--- config.mk ---
export PLATFORM = sky130hd
export DESIGN_NAME = seg_streamer
export DESIGN_NICKNAME = d
export VERILOG_FILES = /design/src/rtl/seg_streamer_pkg.sv /design/src/rtl/seg_timer.sv /design/src/rtl/slice_seq.sv /design/src/rtl/drv_out_reg.sv /design/src/rtl/seg_streamer.sv
export SDC_FILE = /design/constraint.sdc
export NUM_CORES = 1
export LEC_CHECK = 0
export ABC_CLOCK_PERIOD_IN_PS = 2200
export BUFFER_PORTS_ARGS = -buffer_cell sky130_fd_sc_hd__buf_2
export CELL_PAD_IN_SITES_DETAIL_PLACEMENT = 1
export CELL_PAD_IN_SITES_GLOBAL_PLACEMENT = 2
export CORE_UTILIZATION = 41
export DETAILED_ROUTE_END_ITERATION = 7
export PLACE_DENSITY = 0.88
export SETUP_SLACK_MARGIN = 0.05
export SYNTH_ARGS = -nofsm -noshare
export SYNTH_HDL_FRONTEND = slang
export SYNTH_SLANG_ARGS = --single-unit
export TNS_END_PERCENT = 20
--- constraint.sdc ---
create_clock -name clk -period 2.2 [get_ports clk]
set_input_delay 0 -clock clk [delete_from_list [all_inputs] [get_ports clk]]
set_output_delay 0 -clock clk [all_outputs]
set_load 0.05 [all_outputs]
--- src/rtl/seg_streamer_pkg.sv ---
package seg_streamer_pkg;
  typedef enum logic [1:0] {
    ST_IDLE = 2'd0,
    ST_SEND = 2'd1,
    ST_WAIT = 2'd2
  } strm_state_e;
endpackage

--- src/rtl/seg_timer.sv ---
module seg_timer #(
  parameter int SEG_LEN      = 512,
  parameter int LEAD_BLANK   = 72,
  parameter int WORD_BITS    = 48,
  parameter int WORDS        = 9,
  parameter int WR_LAT_LEN   = 1,
  parameter int DISP_LAT_LEN = 3
) (
  input  logic clk,
  input  logic rst_n,
  input  logic run,
  output logic seg_last,
  output logic data_slot,
  output logic lat_cmd
);
  localparam int CW = $clog2(SEG_LEN);
  localparam int BW = $clog2(WORD_BITS + 1);
  localparam int WW = $clog2(WORDS + 1);

  logic [CW-1:0] cyc_q, cyc_d;
  logic [BW-1:0] bit_q, bit_d;
  logic [WW-1:0] word_q, word_d;
  logic          in_blank, last_word, upd;
  logic [BW-1:0] lat_from;

  assign in_blank  = cyc_q < CW'(LEAD_BLANK);
  assign last_word = word_q == WW'(WORDS - 1);
  assign seg_last  = run && (cyc_q == CW'(SEG_LEN - 1));
  assign data_slot = run && !in_blank && (bit_q < BW'(WORD_BITS));
  assign lat_from  = last_word ? BW'(WORD_BITS - DISP_LAT_LEN) : BW'(WORD_BITS - WR_LAT_LEN);
  assign lat_cmd   = data_slot && (bit_q >= lat_from);
  assign upd       = run || (cyc_q != '0);

  always_comb begin
    cyc_d  = cyc_q;
    bit_d  = bit_q;
    word_d = word_q;
    if (!run || seg_last) begin
      cyc_d  = '0;
      bit_d  = '0;
      word_d = '0;
    end else begin
      cyc_d = cyc_q + 1'b1;
      if (!in_blank) begin
        if (bit_q == BW'(WORD_BITS)) begin
          bit_d  = '0;
          word_d = word_q + 1'b1;
        end else begin
          bit_d = bit_q + 1'b1;
        end
      end
    end
  end

  always_ff @(posedge clk or negedge rst_n) begin
    if (!rst_n) begin
      cyc_q  <= '0;
      bit_q  <= '0;
      word_q <= '0;
    end else if (upd) begin
      cyc_q  <= cyc_d;
      bit_q  <= bit_d;
      word_q <= word_d;
    end
  end
endmodule

--- src/rtl/slice_seq.sv ---
module slice_seq
  import seg_streamer_pkg::*;
#(
  parameter int COLS = 8,
  parameter int COLW = $clog2(COLS)
) (
  input  logic            clk,
  input  logic            rst_n,
  input  logic            stream_ready,
  input  logic            pos_sync,
  input  logic            seg_last,
  output logic            run,
  output logic [COLW-1:0] col
);
  strm_state_e     state_q, state_d;
  logic [COLW-1:0] col_q, col_d;
  logic            pend_q, pend_d;

  always_comb begin
    state_d = state_q;
    col_d   = col_q;
    pend_d  = pend_q;
    case (state_q)
      ST_IDLE: begin
        if (stream_ready) begin
          state_d = ST_SEND;
          col_d   = '0;
          pend_d  = 1'b0;
        end
      end
      ST_SEND: begin
        if (pos_sync) pend_d = 1'b1;
        if (seg_last) begin
          pend_d = 1'b0;
          if (pend_q || pos_sync) begin
            col_d = '0;
          end else if (col_q == COLW'(COLS - 1)) begin
            state_d = ST_WAIT;
            col_d   = '0;
          end else begin
            col_d = col_q + 1'b1;
          end
        end
      end
      ST_WAIT: begin
        if (pos_sync) begin
          state_d = ST_SEND;
          col_d   = '0;
        end
      end
      default: state_d = ST_IDLE;
    endcase
  end

  always_ff @(posedge clk or negedge rst_n) begin
    if (!rst_n) begin
      state_q <= ST_IDLE;
      col_q   <= '0;
      pend_q  <= 1'b0;
    end else begin
      state_q <= state_d;
      col_q   <= col_d;
      pend_q  <= pend_d;
    end
  end

  assign run = state_q == ST_SEND;
  assign col = col_q;
endmodule

--- src/rtl/drv_out_reg.sv ---
module drv_out_reg #(
  parameter int DRIVERS = 2,
  parameter int COLW    = 3
) (
  input  logic               clk,
  input  logic               rst_n,
  input  logic               run,
  input  logic               data_slot,
  input  logic               lat_cmd,
  input  logic               seg_last,
  input  logic [COLW-1:0]    col,
  input  logic [DRIVERS-1:0] fb_data,
  output logic               gclk_en,
  output logic               sclk_en,
  output logic               lat,
  output logic [DRIVERS-1:0] sdo,
  output logic               col_done,
  output logic [COLW-1:0]    col_out
);
  logic [DRIVERS-1:0] sdo_d;
  logic [COLW-1:0]    col_d;

  always_comb begin
    sdo_d = data_slot ? fb_data : '0;
    col_d = seg_last ? col : col_out;
  end

  always_ff @(posedge clk or negedge rst_n) begin
    if (!rst_n) begin
      gclk_en  <= 1'b0;
      sclk_en  <= 1'b0;
      lat      <= 1'b0;
      sdo      <= '0;
      col_done <= 1'b0;
      col_out  <= '0;
    end else begin
      gclk_en  <= run;
      sclk_en  <= data_slot;
      lat      <= lat_cmd;
      sdo      <= sdo_d;
      col_done <= seg_last;
      col_out  <= col_d;
    end
  end
endmodule

--- src/rtl/seg_streamer.sv ---
module seg_streamer #(
  parameter int DRIVERS      = 2,
  parameter int COLS         = 8,
  parameter int SEG_LEN      = 512,
  parameter int PLANES       = 9,
  parameter int WORD_BITS    = 48,
  parameter int WR_LAT_LEN   = 1,
  parameter int DISP_LAT_LEN = 3,
  parameter int COLW         = $clog2(COLS)
) (
  input  logic               clk,
  input  logic               rst_n,
  input  logic               stream_ready_i,
  input  logic               pos_sync_i,
  output logic               fb_req_o,
  input  logic [DRIVERS-1:0] fb_data_i,
  output logic               gclk_en_o,
  output logic               sclk_en_o,
  output logic               lat_o,
  output logic [DRIVERS-1:0] sdo_o,
  output logic               col_done_o,
  output logic [COLW-1:0]    col_o
);
  localparam int LEAD_BLANK = SEG_LEN - PLANES * WORD_BITS - (PLANES - 1);

  logic [1:0]      rs_q;
  logic            rst_sync_n;
  logic            run, seg_last, data_slot, lat_cmd;
  logic [COLW-1:0] col;

  always_ff @(posedge clk or negedge rst_n) begin
    if (!rst_n) rs_q <= 2'b00;
    else        rs_q <= {rs_q[0], 1'b1};
  end
  assign rst_sync_n = rs_q[1];

  slice_seq #(.COLS(COLS), .COLW(COLW)) u_seq (
    .clk          (clk),
    .rst_n        (rst_sync_n),
    .stream_ready (stream_ready_i),
    .pos_sync     (pos_sync_i),
    .seg_last     (seg_last),
    .run          (run),
    .col          (col)
  );

  seg_timer #(
    .SEG_LEN      (SEG_LEN),
    .LEAD_BLANK   (LEAD_BLANK),
    .WORD_BITS    (WORD_BITS),
    .WORDS        (PLANES),
    .WR_LAT_LEN   (WR_LAT_LEN),
    .DISP_LAT_LEN (DISP_LAT_LEN)
  ) u_tmr (
    .clk       (clk),
    .rst_n     (rst_sync_n),
    .run       (run),
    .seg_last  (seg_last),
    .data_slot (data_slot),
    .lat_cmd   (lat_cmd)
  );

  drv_out_reg #(.DRIVERS(DRIVERS), .COLW(COLW)) u_out (
    .clk       (clk),
    .rst_n     (rst_sync_n),
    .run       (run),
    .data_slot (data_slot),
    .lat_cmd   (lat_cmd),
    .seg_last  (seg_last),
    .col       (col),
    .fb_data   (fb_data_i),
    .gclk_en   (gclk_en_o),
    .sclk_en   (sclk_en_o),
    .lat       (lat_o),
    .sdo       (sdo_o),
    .col_done  (col_done_o),
    .col_out   (col_o)
  );

  assign fb_req_o = data_slot;
endmodule

==> flow_summary.json <==
{
  "slew_at_the_pin_closest_to_its_max_slew_limit_ns": 0.5364,
  "cp-start-kind": "flip-flop",
  "antenna_violations_before_repair": 0,
  "worst_ir_drop_vdd_uv": 511.9,
  "cts_num_sinks": 36,
  "start_util": 0.4301,
  "signed_area_change_from_the_synthesized_netlist_to_the_final_layout_pct": 23.03,
  "die-width_um": 69.82,
  "holdCritPathClass": "in -> async",
  "number_of_standard_cells_after_synthesis": 185,
  "timing.critical_path.cells": "ha_2 > nand3_2 > nor2_1 > ha_2 > or3b_4 > o31a_1 > o22a_4 > o21ai_2",
  "synth.avg_cell_area_sq_um": 10.19,
  "grt_busiest_layer": "met2",
  "placement_rows": 24,
  "run_status": "complete, no violations",
  "post_synth_num_cell_types": 44,
  "slew_headroom": 0.6394,
  "leakage_uw": 0.001071,
  "grt_max_degree": 35,
  "final.setup.tns_ns": 0,
  "final_cycle_share": 0.9509,
  "drive_above_1_share": 0.2648,
  "finalWorstSetupSlack_ns": 0.1081,
  "buffer_ports.inserted": 15,
  "vias": 1523,
  "cp_num_buf_inv": 0,
  "drt_iter0_markers": 107,
  "worst_hold_slack_ns": 0.02534,
  "ys_seq_elements": 36,
  "power-per-cell-area_mw_per_mm2": 1158,
  "final_common_cell": "sky130_fd_sc_hd__dfrtp_1",
  "critPathMostFrequentCell": "sky130_fd_sc_hd__ha_2",
  "post-dp-hpwl_um": 3300,
  "clock_tree.buffer_depth": 2,
  "worst-endpoint-required_ns": 2.43,
  "yosys_warnings": 0,
  "synthesized_netlist_net_count": 201,
  "clkLatencyLatePin_ns": 0.30,
  "chipHeight_um": 69.82,
  "cp_data_arrival_time_ns": 2.32,
  "fin_crit_ns": 2.092,
  "ys_top_cells_by_area": "sky130_fd_sc_hd__dfrtp_1 48%, sky130_fd_sc_hd__ha_1 6.6%, sky130_fd_sc_hd__nor2_1 3.6%",
  "vias_in_the_first_global_route": 1656,
  "critPathMaxFanout": 7,
  "synth_area_sq_mm": 0.001886,
  "ant_nets": 0,
  "biggest_area_consumer_among_synthesized_cells": "sky130_fd_sc_hd__dfrtp_1",
  "design.die.area_sq_mm": 0.004874,
  "grt-ovfl-total": 0,
  "grt_first_pass_wirelength_um": 7962,
  "worstSetupPathType": "reg -> reg",
  "finalClockSkew_ns": 0.004499,
  "use_met1": 0.2432,
  "design_power_total_uw": 2686,
  "postRouteWirelength_um": 4822,
  "end_kind": "flip-flop",
  "firstDrtPassIters": 4,
  "met2_usage": 0.3761,
  "gpl.final_weighted_congestion": 0.8413,
  "layout.filler_cells": 507,
  "crit_path_top_delay_cell": "sky130_fd_sc_hd__or3b_4",
  "setup_violations": 0,
  "num_antenna_cells": 0,
  "avgViaCountPerCell": 5.620,
  "globalRouteTotalUtil": 0.2090,
  "number_of_cts_inserted_buffers": 5,
  "placed_area_sq_mm": 0.002077,
  "layout.cells.most_common_list": "36 x sky130_fd_sc_hd__dfrtp_1, 18 x sky130_fd_sc_hd__nor2_1, 15 x sky130_fd_sc_hd__buf_2",
  "design.portCount": 16,
  "post-route-drc-count": 0,
  "timing.max_cap.violations": 0,
  "clkTransAtPathRegs_ns": 0.08,
  "synth.top_cell.area_share": 0.4778,
  "max_freq_mhz": 478.0,
  "reg2regPathDepth": 8,
  "synth-seq-area-share": 0.4778,
  "use_met3": 0.04651,
  "coreArea_sq_mm": 0.004384,
  "biggest_cell_delay_along_the_critical_path_ns": 0.43,
  "post-place-ws_ns": 0.04251,
  "cts_tree": "built",
  "slew_viol_final": 0,
  "unrepaired_setup_endpoints_after_global_routing": "true",
  "root_buffer": "sky130_fd_sc_hd__clkbuf_8",
  "finalHoldViolations": 0,
  "critical_path_depth": 8,
  "postLayoutCellArea_sq_mm": 0.002320,
  "count_of_nets_after_finishing": 234,
  "htree_num_levels": 2,
  "routed_wire_length_per_instance_um": 17.79,
  "worst_path_dominant_cell_family": "compound AO/OA/AOI/OAI gates"
}
repair_timing:
action	CTS	global route
hold endpoints to repair	5	0
buffers inserted	0	2
pin swaps	0	3
cloned	0	0
setup endpoints to repair	8	9
gates resized for setup	2	7
hold buffers	4	0
per-layer routing:
layer / wire (um) / vias to the layer above / share of wire
met1: 2054 / 774 / 0.43
li1: - / 721 / -
met4: 50 / 0 / 0.010
met5: 0 / - / 0
met3: 143 / 4 / 0.030
met2: 2573 / 24 / 0.53
synthesized netlist by cell type:
| cell | instances |
|---|---|
| sky130_fd_sc_hd__dfrtp_1 | 36 |
| sky130_fd_sc_hd__nor2_1 | 18 |
| sky130_fd_sc_hd__nand2_1 | 13 |
| sky130_fd_sc_hd__inv_1 | 12 |
| sky130_fd_sc_hd__ha_1 | 10 |
| sky130_fd_sc_hd__and3_1 | 7 |
| sky130_fd_sc_hd__o21ai_0 | 7 |
| sky130_fd_sc_hd__nand3_1 | 6 |
| sky130_fd_sc_hd__nand4_1 | 6 |
| sky130_fd_sc_hd__o211ai_1 | 6 |
| sky130_fd_sc_hd__a21oi_1 | 5 |
| sky130_fd_sc_hd__nor3_1 | 5 |
| sky130_fd_sc_hd__buf_2 | 4 |
| sky130_fd_sc_hd__a32o_1 | 3 |
| sky130_fd_sc_hd__and2_1 | 3 |
| sky130_fd_sc_hd__mux2_2 | 3 |
| sky130_fd_sc_hd__mux2i_1 | 3 |
| sky130_fd_sc_hd__xnor2_1 | 3 |
| sky130_fd_sc_hd__xor2_1 | 3 |
| sky130_fd_sc_hd__a31o_2 | 2 |
| sky130_fd_sc_hd__a31oi_1 | 2 |
| sky130_fd_sc_hd__clkbuf_1 | 2 |
| sky130_fd_sc_hd__nor3b_1 | 2 |
| sky130_fd_sc_hd__o21ai_2 | 2 |
| sky130_fd_sc_hd__o31a_1 | 2 |
| sky130_fd_sc_hd__or3b_1 | 2 |
| sky130_fd_sc_hd__a221oi_1 | 1 |
| sky130_fd_sc_hd__a22o_1 | 1 |
| sky130_fd_sc_hd__and4_1 | 1 |
| sky130_fd_sc_hd__buf_6 | 1 |
| sky130_fd_sc_hd__conb_1 | 1 |
| sky130_fd_sc_hd__nand2b_1 | 1 |
| sky130_fd_sc_hd__nor2b_1 | 1 |
| sky130_fd_sc_hd__nor3b_2 | 1 |
| sky130_fd_sc_hd__nor4_2 | 1 |
| sky130_fd_sc_hd__nor4b_2 | 1 |
| sky130_fd_sc_hd__o21a_1 | 1 |
| sky130_fd_sc_hd__o22a_4 | 1 |
| sky130_fd_sc_hd__o22ai_1 | 1 |
| sky130_fd_sc_hd__o31ai_1 | 1 |
| sky130_fd_sc_hd__o32a_1 | 1 |
| sky130_fd_sc_hd__or2_0 | 1 |
| sky130_fd_sc_hd__or2_2 | 1 |
| sky130_fd_sc_hd__or3_4 | 1 |
layout make-up:
class / instances / area, sq um / share of cell area
inverters: 12 / 45.04 / 0.01942
repair buffers: 33 / 220.2 / 0.09493
clock inverters: 3 / 90.09 / 0.03884
flip-flops and latches: 36 / 900.9 / 0.3884
clock buffers: 5 / 68.82 / 0.02967
well taps: 52 / 65.06 / 0.02805
multi-input cells: 130 / 929.6 / 0.4008
worst reg2reg max path: stages (launching register included):
cell and delay (ns):
sky130_fd_sc_hd__dfrtp_1 0.42, sky130_fd_sc_hd__ha_2 0.22, sky130_fd_sc_hd__nand3_2 0.08, sky130_fd_sc_hd__nor2_1 0.05, sky130_fd_sc_hd__ha_2 0.17, sky130_fd_sc_hd__or3b_4 0.43
sky130_fd_sc_hd__o31a_1 0.22, sky130_fd_sc_hd__o22a_4 0.32, sky130_fd_sc_hd__o21ai_2 0.11
stage by stage:
step	std cells	utilization
2_1_floorplan	185	-
3_3_place_gp	257	0.4737
3_5_place_dp	257	0.4737
4_1_cts	269	0.5197
5_1_grt	271	0.5291
6_report	271	0.5291
sequential cells by signal, indices dropped and copies added (netlist names):
register,cells
rs_q,2
u_tmr.word_q,4
u_seq.col,3
u_seq.state_q,2
u_out.col_done,1
u_out.col_out,3
u_tmr.cyc_q,9
u_seq.pend_q,1
u_out.sdo,2
u_out.gclk_en,1
u_out.sclk_en,1
u_tmr.bit_q,6
u_out.lat,1
path summary, 6_finish.rpt:
check | from | slack [ns] | end
worst max-delay path | u_tmr.cyc_q[1] | 0.11 | u_tmr.word_q[0]
worst min-delay path | rst_n | 0.03 | rs_q[1]
worst max register to register | u_tmr.cyc_q[1] | 0.11 | u_tmr.word_q[0]
worst min register to register | rs_q[1] | 0.28 | u_tmr.cyc_q[5]
max in group asynchronous | rs_q[1] | 1.60 | u_tmr.word_q[1]
min in group clk | stream_ready_i | 0.11 | u_seq.state_q[0]
where the power goes:
| part | total [uW] | internal [uW] | switching (uW) | leakage, uW |
|---|---|---|---|---|
| Combinational | 863 | 336 | 527 | 0.000538 |
| Sequential | 999 | 808 | 191 | 0.000455 |
| Clock | 824 | 567 | 257 | 0.0000784 |
cells by family after synthesis:
family / count (synthesis) / share of synthesized area
fa+ha+maj: 10 / 0.06636
other cells: 1 / 0.001989
mux: 6 / 0.03384
compound gates: 36 / 0.1413
xor+xnor: 6 / 0.02788
simple gates: 71 / 0.2064
flops: 36 / 0.4778
buf+inv: 19 / 0.04446
(Power assumes the default switching activity.)
